<file path="src/rtl/adcseq_pkg.sv">
// Package: shared types, opcodes and step numbering for the conversion
// sequencer. Assumes the fixed transaction order register-write header,
// count, data, synchronize, wake-up, read-data, then result bytes.
package adcseq_pkg;

    // Opcode nibbles and bytes the converter decodes
    localparam logic [3:0] OP_WRITE_NIB = 4'h5;
    localparam logic [7:0] OP_SYNC      = 8'hFC;
    localparam logic [7:0] OP_WAKE      = 8'h00;
    localparam logic [7:0] OP_RDATA     = 8'h01;
    localparam logic [7:0] FILL_BYTE    = 8'h00;

    // Step numbers of one transaction, in transmission order
    localparam int STEP_WR_HDR  = 0;
    localparam int STEP_WR_CNT  = 1;
    localparam int STEP_WR_DATA = 2;
    localparam int STEP_SYNC    = 3;
    localparam int STEP_WAKE    = 4;
    localparam int STEP_RDATA   = 5;
    localparam int STEP_READ0   = 6;

    // Quiet-time class that follows a byte
    typedef enum logic [1:0] {
        GK_NONE,
        GK_WRITE,
        GK_SYNC,
        GK_READ
    } gap_kind_e;

    // Sequencer control states
    typedef enum logic [1:0] {
        SQ_IDLE,
        SQ_SHIFT,
        SQ_GAP,
        SQ_DRDY
    } seq_state_e;

    // Which quiet time must follow the byte sent at step s
    function automatic gap_kind_e step_gap(input int s);
        case (s)
            STEP_WR_DATA: return GK_WRITE;
            STEP_SYNC:    return GK_SYNC;
            STEP_RDATA:   return GK_READ;
            default:      return GK_NONE;
        endcase
    endfunction

endpackage

</file>
<file path="src/rtl/adcseq_drdy_sync.sv">
// Module: brings the asynchronous active-low data-ready line into the
// master clock domain through STAGES flops and presents it active high.
// Assumes STAGES >= 0; zero stages means a plain inversion.
module adcseq_drdy_sync #(
    parameter int STAGES = 2
) (
    input  logic clk,
    input  logic rst_n,
    input  logic drdy_n,
    output logic ready
);

    generate
        if (STAGES == 0) begin : g_bypass
            assign ready = ~drdy_n;
        end else begin : g_chain
            logic [STAGES-1:0] q;

            // First stage samples the raw pin, reset to "not ready"
            always_ff @(posedge clk) begin
                if (!rst_n) q[0] <= 1'b1;
                else        q[0] <= drdy_n;
            end

            for (genvar i = 1; i < STAGES; i++) begin : g_stage
                // Each further stage retimes the previous one
                always_ff @(posedge clk) begin
                    if (!rst_n) q[i] <= 1'b1;
                    else        q[i] <= q[i-1];
                end
            end

            assign ready = ~q[STAGES-1];
        end
    endgenerate

endmodule

</file>
<file path="src/rtl/adcseq_shifter.sv">
// Module: byte engine of the serial link. On go (while idle) it sends one
// byte MSB first and receives one byte at the same time. The high and low
// phases each last CLK_DIV/2 master clocks; din moves with the rising edge
// and dout is captured with the falling edge. done pulses CLK_DIV/2 clocks
// after the last falling edge. Assumes CLK_DIV is even and at least 4.
module adcseq_shifter #(
    parameter int CLK_DIV = 4
) (
    input  logic       clk,
    input  logic       rst_n,
    input  logic       go,
    input  logic [7:0] tx_byte,
    input  logic       dout,
    output logic       sclk,
    output logic       din,
    output logic [7:0] rx_byte,
    output logic       done
);

    localparam int HALF = CLK_DIV / 2;
    localparam int PH_W = (HALF > 1) ? $clog2(HALF) : 1;
    localparam logic [PH_W-1:0] PH_LAST = PH_W'(HALF - 1);

    logic            active;
    logic [PH_W-1:0] ph_cnt;
    logic [2:0]      bit_idx;
    logic [7:0]      tx_hold;
    logic [7:0]      rx_shift;
    logic            sclk_q;
    logic            din_q;

    // Phase timing, bit stepping and data shifting of one byte
    always_ff @(posedge clk) begin
        if (!rst_n) begin
            active   <= 1'b0;
            ph_cnt   <= '0;
            bit_idx  <= '0;
            tx_hold  <= '0;
            rx_shift <= '0;
            sclk_q   <= 1'b0;
            din_q    <= 1'b0;
            done     <= 1'b0;
        end else begin
            done <= 1'b0;
            if (!active) begin
                if (go) begin
                    active  <= 1'b1;
                    sclk_q  <= 1'b1;
                    din_q   <= tx_byte[7];
                    tx_hold <= tx_byte;
                    bit_idx <= 3'd7;
                    ph_cnt  <= '0;
                end
            end else if (ph_cnt != PH_LAST) begin
                ph_cnt <= ph_cnt + 1'b1;
            end else begin
                ph_cnt <= '0;
                if (sclk_q) begin
                    sclk_q   <= 1'b0;
                    rx_shift <= {rx_shift[6:0], dout};
                end else if (bit_idx == 3'd0) begin
                    active <= 1'b0;
                    done   <= 1'b1;
                end else begin
                    sclk_q  <= 1'b1;
                    bit_idx <= bit_idx - 3'd1;
                    din_q   <= tx_hold[bit_idx - 3'd1];
                end
            end
        end
    end

    assign sclk    = sclk_q;
    assign din     = din_q;
    assign rx_byte = rx_shift;

endmodule

</file>
<file path="src/rtl/adcseq_gap_timer.sv">
// Module: down-counter for the extra quiet time after a command. load
// sets the count; expired is high whenever the count is zero. Assumes the
// controller loads it in the same cycle that it enters its wait state.
module adcseq_gap_timer #(
    parameter int W = 6
) (
    input  logic         clk,
    input  logic         rst_n,
    input  logic         load,
    input  logic [W-1:0] load_val,
    output logic         expired
);

    logic [W-1:0] cnt;

    // Load or count down toward zero
    always_ff @(posedge clk) begin
        if (!rst_n)          cnt <= '0;
        else if (load)       cnt <= load_val;
        else if (cnt != '0)  cnt <= cnt - 1'b1;
    end

    assign expired = (cnt == '0);

endmodule

</file>
<file path="src/rtl/adcseq_ctrl.sv">
// Module: transaction controller. Walks the fixed step list, picks the
// byte for each step, decides after every byte whether to go on at once,
// wait on the gap timer or wait for data-ready, assembles the result and
// owns chip select. Assumes the shifter's done pulse arrives CLK_DIV/2
// clocks after its last falling edge, so the gap from that edge to the
// next rising edge is CLK_DIV/2+2 without a wait and N with a wait of
// N-CLK_DIV/2-3 timer counts.
module adcseq_ctrl
    import adcseq_pkg::*;
#(
    parameter int CLK_DIV      = 4,
    parameter int GAP_WRITE    = 4,
    parameter int GAP_SYNC     = 24,
    parameter int GAP_READ     = 50,
    parameter int RESULT_BYTES = 3,
    parameter int MUX_REG_ADDR = 1,
    parameter int TMR_W        = 6
) (
    input  logic                      clk,
    input  logic                      rst_n,
    input  logic                      start,
    input  logic [7:0]                mux_code,
    input  logic                      ready,
    input  logic                      sh_done,
    input  logic [7:0]                rx_byte,
    input  logic                      tmr_expired,
    output logic                      go,
    output logic [7:0]                tx_byte,
    output logic                      tmr_load,
    output logic [TMR_W-1:0]          tmr_val,
    output logic                      cs_n,
    output logic [8*RESULT_BYTES-1:0] result,
    output logic                      result_valid
);

    localparam int HALF      = CLK_DIV / 2;
    localparam int SPACING   = HALF + 2;
    localparam int RES_W     = 8 * RESULT_BYTES;
    localparam int LAST_STEP = STEP_READ0 + RESULT_BYTES - 1;
    localparam int STEP_W    = $clog2(LAST_STEP + 1);

    localparam bit NEED_W = GAP_WRITE > SPACING;
    localparam bit NEED_S = GAP_SYNC  > SPACING;
    localparam bit NEED_R = GAP_READ  > SPACING;
    localparam logic [TMR_W-1:0] EXTRA_W = NEED_W ? TMR_W'(GAP_WRITE - SPACING - 1) : '0;
    localparam logic [TMR_W-1:0] EXTRA_S = NEED_S ? TMR_W'(GAP_SYNC  - SPACING - 1) : '0;
    localparam logic [TMR_W-1:0] EXTRA_R = NEED_R ? TMR_W'(GAP_READ  - SPACING - 1) : '0;

    seq_state_e        state;
    logic [STEP_W-1:0] step;
    logic [STEP_W-1:0] nxt_step;
    logic [7:0]        mux_q;
    logic [RES_W-1:0]  acc;
    logic [RES_W+7:0]  acc_ext;
    logic              is_last;
    logic              is_read;
    logic              need_wait;
    logic [TMR_W-1:0]  wait_val;

    // Byte that goes out at a given step
    function automatic logic [7:0] byte_for(input logic [STEP_W-1:0] s,
                                            input logic [7:0] m);
        case (int'(s))
            STEP_WR_HDR:  return {OP_WRITE_NIB, 4'(MUX_REG_ADDR)};
            STEP_WR_CNT:  return 8'h00;
            STEP_WR_DATA: return m;
            STEP_SYNC:    return OP_SYNC;
            STEP_WAKE:    return OP_WAKE;
            STEP_RDATA:   return OP_RDATA;
            default:      return FILL_BYTE;
        endcase
    endfunction

    // Decode of the current step and the quiet time it demands
    always_comb begin
        nxt_step = step + 1'b1;
        is_last  = int'(step) == LAST_STEP;
        is_read  = int'(step) >= STEP_READ0;
        acc_ext  = {acc, rx_byte};
        case (step_gap(int'(step)))
            GK_WRITE: begin need_wait = NEED_W; wait_val = EXTRA_W; end
            GK_SYNC:  begin need_wait = NEED_S; wait_val = EXTRA_S; end
            GK_READ:  begin need_wait = NEED_R; wait_val = EXTRA_R; end
            default:  begin need_wait = 1'b0;   wait_val = '0;      end
        endcase
        tmr_load = (state == SQ_SHIFT) && sh_done && !is_last && need_wait;
        tmr_val  = wait_val;
    end

    // Step sequencing, chip select, result assembly and output strobe
    always_ff @(posedge clk) begin
        if (!rst_n) begin
            state        <= SQ_IDLE;
            step         <= '0;
            mux_q        <= '0;
            acc          <= '0;
            go           <= 1'b0;
            tx_byte      <= '0;
            cs_n         <= 1'b1;
            result       <= '0;
            result_valid <= 1'b0;
        end else begin
            go           <= 1'b0;
            result_valid <= 1'b0;
            case (state)
                SQ_IDLE: begin
                    if (start) begin
                        cs_n    <= 1'b0;
                        mux_q   <= mux_code;
                        step    <= '0;
                        acc     <= '0;
                        go      <= 1'b1;
                        tx_byte <= byte_for('0, mux_code);
                        state   <= SQ_SHIFT;
                    end
                end
                SQ_SHIFT: begin
                    if (sh_done) begin
                        if (is_read) acc <= acc_ext[RES_W-1:0];
                        if (is_last) begin
                            result       <= acc_ext[RES_W-1:0];
                            result_valid <= 1'b1;
                            cs_n         <= 1'b1;
                            state        <= SQ_IDLE;
                        end else begin
                            step <= nxt_step;
                            if (need_wait) begin
                                state <= SQ_GAP;
                            end else if (int'(nxt_step) == STEP_RDATA && !ready) begin
                                state <= SQ_DRDY;
                            end else begin
                                go      <= 1'b1;
                                tx_byte <= byte_for(nxt_step, mux_q);
                            end
                        end
                    end
                end
                SQ_GAP: begin
                    if (tmr_expired) begin
                        if (int'(step) == STEP_RDATA && !ready) begin
                            state <= SQ_DRDY;
                        end else begin
                            go      <= 1'b1;
                            tx_byte <= byte_for(step, mux_q);
                            state   <= SQ_SHIFT;
                        end
                    end
                end
                SQ_DRDY: begin
                    if (ready) begin
                        go      <= 1'b1;
                        tx_byte <= byte_for(step, mux_q);
                        state   <= SQ_SHIFT;
                    end
                end
                default: state <= SQ_IDLE;
            endcase
        end
    end

endmodule

</file>
<file path="src/rtl/adcseq_top.sv">
// Module: top of the conversion sequencer. Ties the data-ready
// synchronizer, the byte engine, the gap timer and the controller
// together. Assumes clk is the converter master clock and that CLK_DIV is
// even and at least 4.
module adcseq_top #(
    parameter int CLK_DIV      = 4,
    parameter int GAP_WRITE    = 4,
    parameter int GAP_SYNC     = 24,
    parameter int GAP_READ     = 50,
    parameter int RESULT_BYTES = 3,
    parameter int MUX_REG_ADDR = 1,
    parameter int SYNC_STAGES  = 2
) (
    input  logic                      clk,
    input  logic                      rst_n,
    input  logic                      start,
    input  logic [7:0]                mux_code,
    input  logic                      drdy_n,
    input  logic                      dout,
    output logic                      sclk,
    output logic                      din,
    output logic                      cs_n,
    output logic [8*RESULT_BYTES-1:0] result,
    output logic                      result_valid
);

    localparam int MAX_GAP0 = (GAP_WRITE > GAP_SYNC) ? GAP_WRITE : GAP_SYNC;
    localparam int MAX_GAP  = (MAX_GAP0 > GAP_READ) ? MAX_GAP0 : GAP_READ;
    localparam int TMR_W    = $clog2(MAX_GAP + 1);

    logic             ready;
    logic             go;
    logic [7:0]       tx_byte;
    logic [7:0]       rx_byte;
    logic             sh_done;
    logic             tmr_load;
    logic [TMR_W-1:0] tmr_val;
    logic             tmr_expired;

    adcseq_drdy_sync #(.STAGES(SYNC_STAGES)) u_sync (
        .clk    (clk),
        .rst_n  (rst_n),
        .drdy_n (drdy_n),
        .ready  (ready)
    );

    adcseq_shifter #(.CLK_DIV(CLK_DIV)) u_shift (
        .clk     (clk),
        .rst_n   (rst_n),
        .go      (go),
        .tx_byte (tx_byte),
        .dout    (dout),
        .sclk    (sclk),
        .din     (din),
        .rx_byte (rx_byte),
        .done    (sh_done)
    );

    adcseq_gap_timer #(.W(TMR_W)) u_timer (
        .clk      (clk),
        .rst_n    (rst_n),
        .load     (tmr_load),
        .load_val (tmr_val),
        .expired  (tmr_expired)
    );

    adcseq_ctrl #(
        .CLK_DIV      (CLK_DIV),
        .GAP_WRITE    (GAP_WRITE),
        .GAP_SYNC     (GAP_SYNC),
        .GAP_READ     (GAP_READ),
        .RESULT_BYTES (RESULT_BYTES),
        .MUX_REG_ADDR (MUX_REG_ADDR),
        .TMR_W        (TMR_W)
    ) u_ctrl (
        .clk          (clk),
        .rst_n        (rst_n),
        .start        (start),
        .mux_code     (mux_code),
        .ready        (ready),
        .sh_done      (sh_done),
        .rx_byte      (rx_byte),
        .tmr_expired  (tmr_expired),
        .go           (go),
        .tx_byte      (tx_byte),
        .tmr_load     (tmr_load),
        .tmr_val      (tmr_val),
        .cs_n         (cs_n),
        .result       (result),
        .result_valid (result_valid)
    );

endmodule

</file>
<file path="config.mk">
export PLATFORM = sky130hd
export DESIGN_NAME = adcseq_top
export DESIGN_NICKNAME = d
export VERILOG_FILES = /design/src/rtl/adcseq_pkg.sv /design/src/rtl/adcseq_drdy_sync.sv /design/src/rtl/adcseq_shifter.sv /design/src/rtl/adcseq_gap_timer.sv /design/src/rtl/adcseq_ctrl.sv /design/src/rtl/adcseq_top.sv
export SDC_FILE = /design/constraint.sdc
export NUM_CORES = 1
export LEC_CHECK = 0
export ABC_AREA = 0
export BUFFER_PORTS_ARGS = -buffer_cell sky130_fd_sc_hd__buf_2
export CAP_MARGIN = 15
export CORE_ASPECT_RATIO = 0.5
export CORE_UTILIZATION = 50
export CTS_BUF_LIST = sky130_fd_sc_hd__clkbuf_16
export CTS_CLUSTER_SIZE = 10
export DETAILED_ROUTE_END_ITERATION = 7
export GPL_TIMING_DRIVEN = 0
export PLACE_DENSITY = 0.72
export SLEW_MARGIN = 10
export SYNTH_ARGS = -nofsm -noshare
export SYNTH_HDL_FRONTEND = slang
export SYNTH_SLANG_ARGS = --single-unit
</file>
<file path="constraint.sdc">
create_clock -name clk -period 2 [get_ports clk]
set_clock_uncertainty 0.2 [all_clocks]
set_input_delay 0.4 -clock clk [delete_from_list [all_inputs] [get_ports clk]]
set_output_delay 0.4 -clock clk [all_outputs]
set_load 0.02 [all_outputs]
</file>
==> run_results.csv <==
group,metric,value,unit
sta,max_freq,0.470,GHz
sta,finalWorstSetupSlack,-126,ps
worst_setup_path,cp_cell_sequence,"buf_6, inv_6, ha_4, and3b_1, o211ai_1, a31o_4, and4_4, a311oi_2",
synthesis,synthCells,528,
die,row_count,23,
place,placed_area,4790,µm²
finish,drive_gt1_frac,0.295,
sta,worstMarginPinSlew,661,ps
global_route,grt_max_degree,20,
route,wl_per_cell,16.7,µm
place,place.gp.congestion,0.890,
cts,cts-root-buf,"clkbuf_16",
cts,htree_levels,3,
synthesis,yosysSeqAreaShare,0.443,
die,die_y,68.2,µm
synthesis,synth_area,4390,µm²
cts,clk_path_buf_depth,2,
finish,stdcell_area,5750,µm²
synthesis,synthFlopType,"dfxtp_1",
worst_setup_path,reg2reg_depth,8,
die,dieArea,9180,µm²
synthesis,syn-num-nets,555,
worst_setup_path,slowest_stage,"dfxtp_4",
min_path,hold_depth,2,
route,drt_iter0_drc,254,
global_route,antenna_found_initial,0,
finish,areaGrowthSynthToFinish,31.0,%
outcome,outcome,"finished, violations left",
cts,clkTransAtPathRegs,70,ps
power,power_leakage,2.17,nW
die,initial_core_util,0.531,
worst_setup_path,endpoint_kind,"register",
flow_run,drv_cap,0,
die,core_region_area,8260,µm²
synthesis,ys.warnings.count,0,
worst_setup_path,reg2reg_to,"u_ctrl.tx_byte[6]",
sta,hold_viol,0,
route,post_drt_via_cell_ratio,5.76,
outcome,failed_checks,"negative setup slack",
cts,cts_tree,"built",
die,fp.dieW,134,µm
worst_setup_path,cp.required,2050,ps
power,vdd_ir_drop_max,0.588,mV
route,vias,4181,
cts,clock-sinks,97,
min_path,min_to,"u_sync.g_chain.q[0]",
global_route,grt_first_pass_wirelength,17.5,mm
route,ant_nets,0,
sta,slew-limit-headroom,0.559,
finish,fillers,637,
place,hpwl,7.37,mm
synthesis,synth_edf_count,0,
worst_setup_path,cp_max_fo,6,
cts,cts_buffers,9,
sta,rsz0062_at_grt,"true",
worst_setup_path,reg2reg_from,"u_ctrl.step[0]",
synthesis,synth-seq-cells,97,
worst_setup_path,startpoint_type,"register",
worst_setup_path,worstPathArrival,2180,ps
place,port_buffers,40,
power,power.density,1080,nW/µm²
worst_setup_path,critPathKind,"reg2reg",
worst_setup_path,ff2ff_setup_slack,-130,ps
sta,post-route-min-period,2130,ps
global_route,gr-total-overflow,0,
synthesis,ys_types,57,
cts,ctsHoldBuffers,0,
min_path,min_path_type,"in2reg",
route,drt-total-wl,12.1,mm
min_path,hold_start,"drdy_n",
sta,hold_ws,46.1,ps
sta,tns,-1590,ps
finish,nets,636,
synthesis,synth_area_per_cell,8.31,µm²
synthesis,ys_async_sr_fraction,0,
global_route,track_usage,0.250,
sta,drv_slew,0,
route,firstDrtPassIters,5,
die,io_pins,41,
route,drc_errors,0,
global_route,grt_pass1_vias,3633,
sta,fin_crit_sh,1.06,
sta,setup_viol_count_final,27,
worst_setup_path,slowest_delay,380,ps
cts,clock_latency,350,ps
finish,antenna_cells,0,
==> layout make-up <==
class	count	area, µm²	area share
multi-input cells	381	2620	0.457
well taps	112	140	0.0244
inverters	19	86.3	0.0150
repair buffers	74	484	0.0843
plain buffers	27	161	0.0281
clock buffers	9	225	0.0392
flip-flops and latches	97	1960	0.341
clock inverters	7	68.8	0.0120
==> cells by family (layout without fill, tap and decap cells) <==
group                      Yosys count  in the layout  share of synthesized area
AOI/OAI and AO/OA                  127            127                      0.184
xor gates and xnor gates             6              6                     0.0120
adders and majority gates           14             14                     0.0399
buffers and inverters               50            136                     0.0465
DFF                                 97             97                      0.443
muxes                               15             15                     0.0399
and+or+nand+nor                    219            219                      0.235
==> cells in the final DEF, fill, tap and decap left out, types with 9 or more instances in the layout <==
cell type	count
a21oi_1	61
nand3_1	22
dfxtp_1	91
nor2_1	31
clkbuf_16	9
mux2i_1	13
buf_4	29
buf_2	42
clkbuf_1	13
inv_1	12
nand2_1	103
ha_4	9
==> worst max-delay path by stage <==
stage / startpoint / end / cells past startpoint
after floorplan: u_ctrl.step[1] / u_ctrl.tx_byte[0] / 7
after global placement: u_shift.bit_idx[0] / u_shift.bit_idx[2] / 7
after detailed placement: u_shift.bit_idx[0] / u_shift.bit_idx[2] / 7
after CTS: u_ctrl.state[1] / u_ctrl.tx_byte[1] / 7
after global routing: u_ctrl.state[1] / u_ctrl.state[1] / 7
final: u_ctrl.step[0] / u_ctrl.tx_byte[6] / 8
==> flip-flops by register name (all words and copies together), names as in the netlist, 2 cells and up <==
register,flops
u_ctrl.mux_q,8
u_ctrl.acc,16
u_ctrl.result,24
u_shift.tx_hold,8
u_timer.cnt,6
u_ctrl.step,4
u_ctrl.tx_byte,8
u_ctrl.state,2
u_sync.g_chain.q,2
u_shift.bit_idx,3
u_shift.rx_byte,8
==> cells in the mapped netlist, drive strengths merged (5+ instances only) <==
cell type / number / share of area
nand2b: 8 / 0.011
o21ai: 14 / 0.016
nor3: 9 / 0.010
dfxtp: 97 / 0.44
inv: 19 / 0.016
buf: 10 / 0.012
nand2: 107 / 0.093
and2: 5 / 0.0071
nor2b: 5 / 0.0071
a211oi: 6 / 0.011
a21oi: 69 / 0.080
mux2i: 13 / 0.030
o21a: 6 / 0.010
ha: 14 / 0.040
nand3: 29 / 0.033
nor2: 35 / 0.030
clkbuf: 21 / 0.018
==> timing repair <==
action	4_1_cts	5_1_grt
setup buffers	23	10
pin swaps	26	24
gates resized for setup	58	55
setup endpoints to repair	67	59
gates cloned	1	0
==> stage by stage <==
| step | util | total power [W] | std cells | setup slack (ps) |
|---|---|---|---|---|
| 3_5_place_dp | 0.580 | 0.00379 | 680 | -560 |
| 3_3_place_gp | 0.580 | 0.00377 | 680 | -511 |
| 5_1_grt | 0.696 | 0.00648 | 726 | -182 |
| 6_report | 0.696 | 0.00619 | 726 | -126 |
| 4_1_cts | 0.660 | 0.00590 | 717 | -62.6 |
| 2_1_floorplan | - | 0.00345 | 528 | -112 |
==> where the power goes <==
part	internal (W)	total (W)	switching (W)
logic	0.00101	0.00220	0.00119
clock network	0.000876	0.00169	0.000814
registers	0.00212	0.00230	0.000173
==> worst max-delay path: cells and delay by family (launching register included) <==
kind,cells,cell delay (ps)
AOI/OAI and AO/OA,3,740
DFF,1,380
and+or+nand+nor,2,360
buffers and inverters,2,200
adders and majority gates,1,150
==> layer usage <==
| metal | routed length [µm] | vias to the layer above | track usage |
|---|---|---|---|
| met1 | 5330 | 1994 | 0.320 |
| met2 | 5660 | 162 | 0.418 |
| met3 | 833 | 33 | 0.0593 |
| met4 | 274 | 0 | 0.0927 |
| met5 | 0 | - | 0 |
| li1 | - | 1992 | - |
Power figures use the tool's default switching activity.
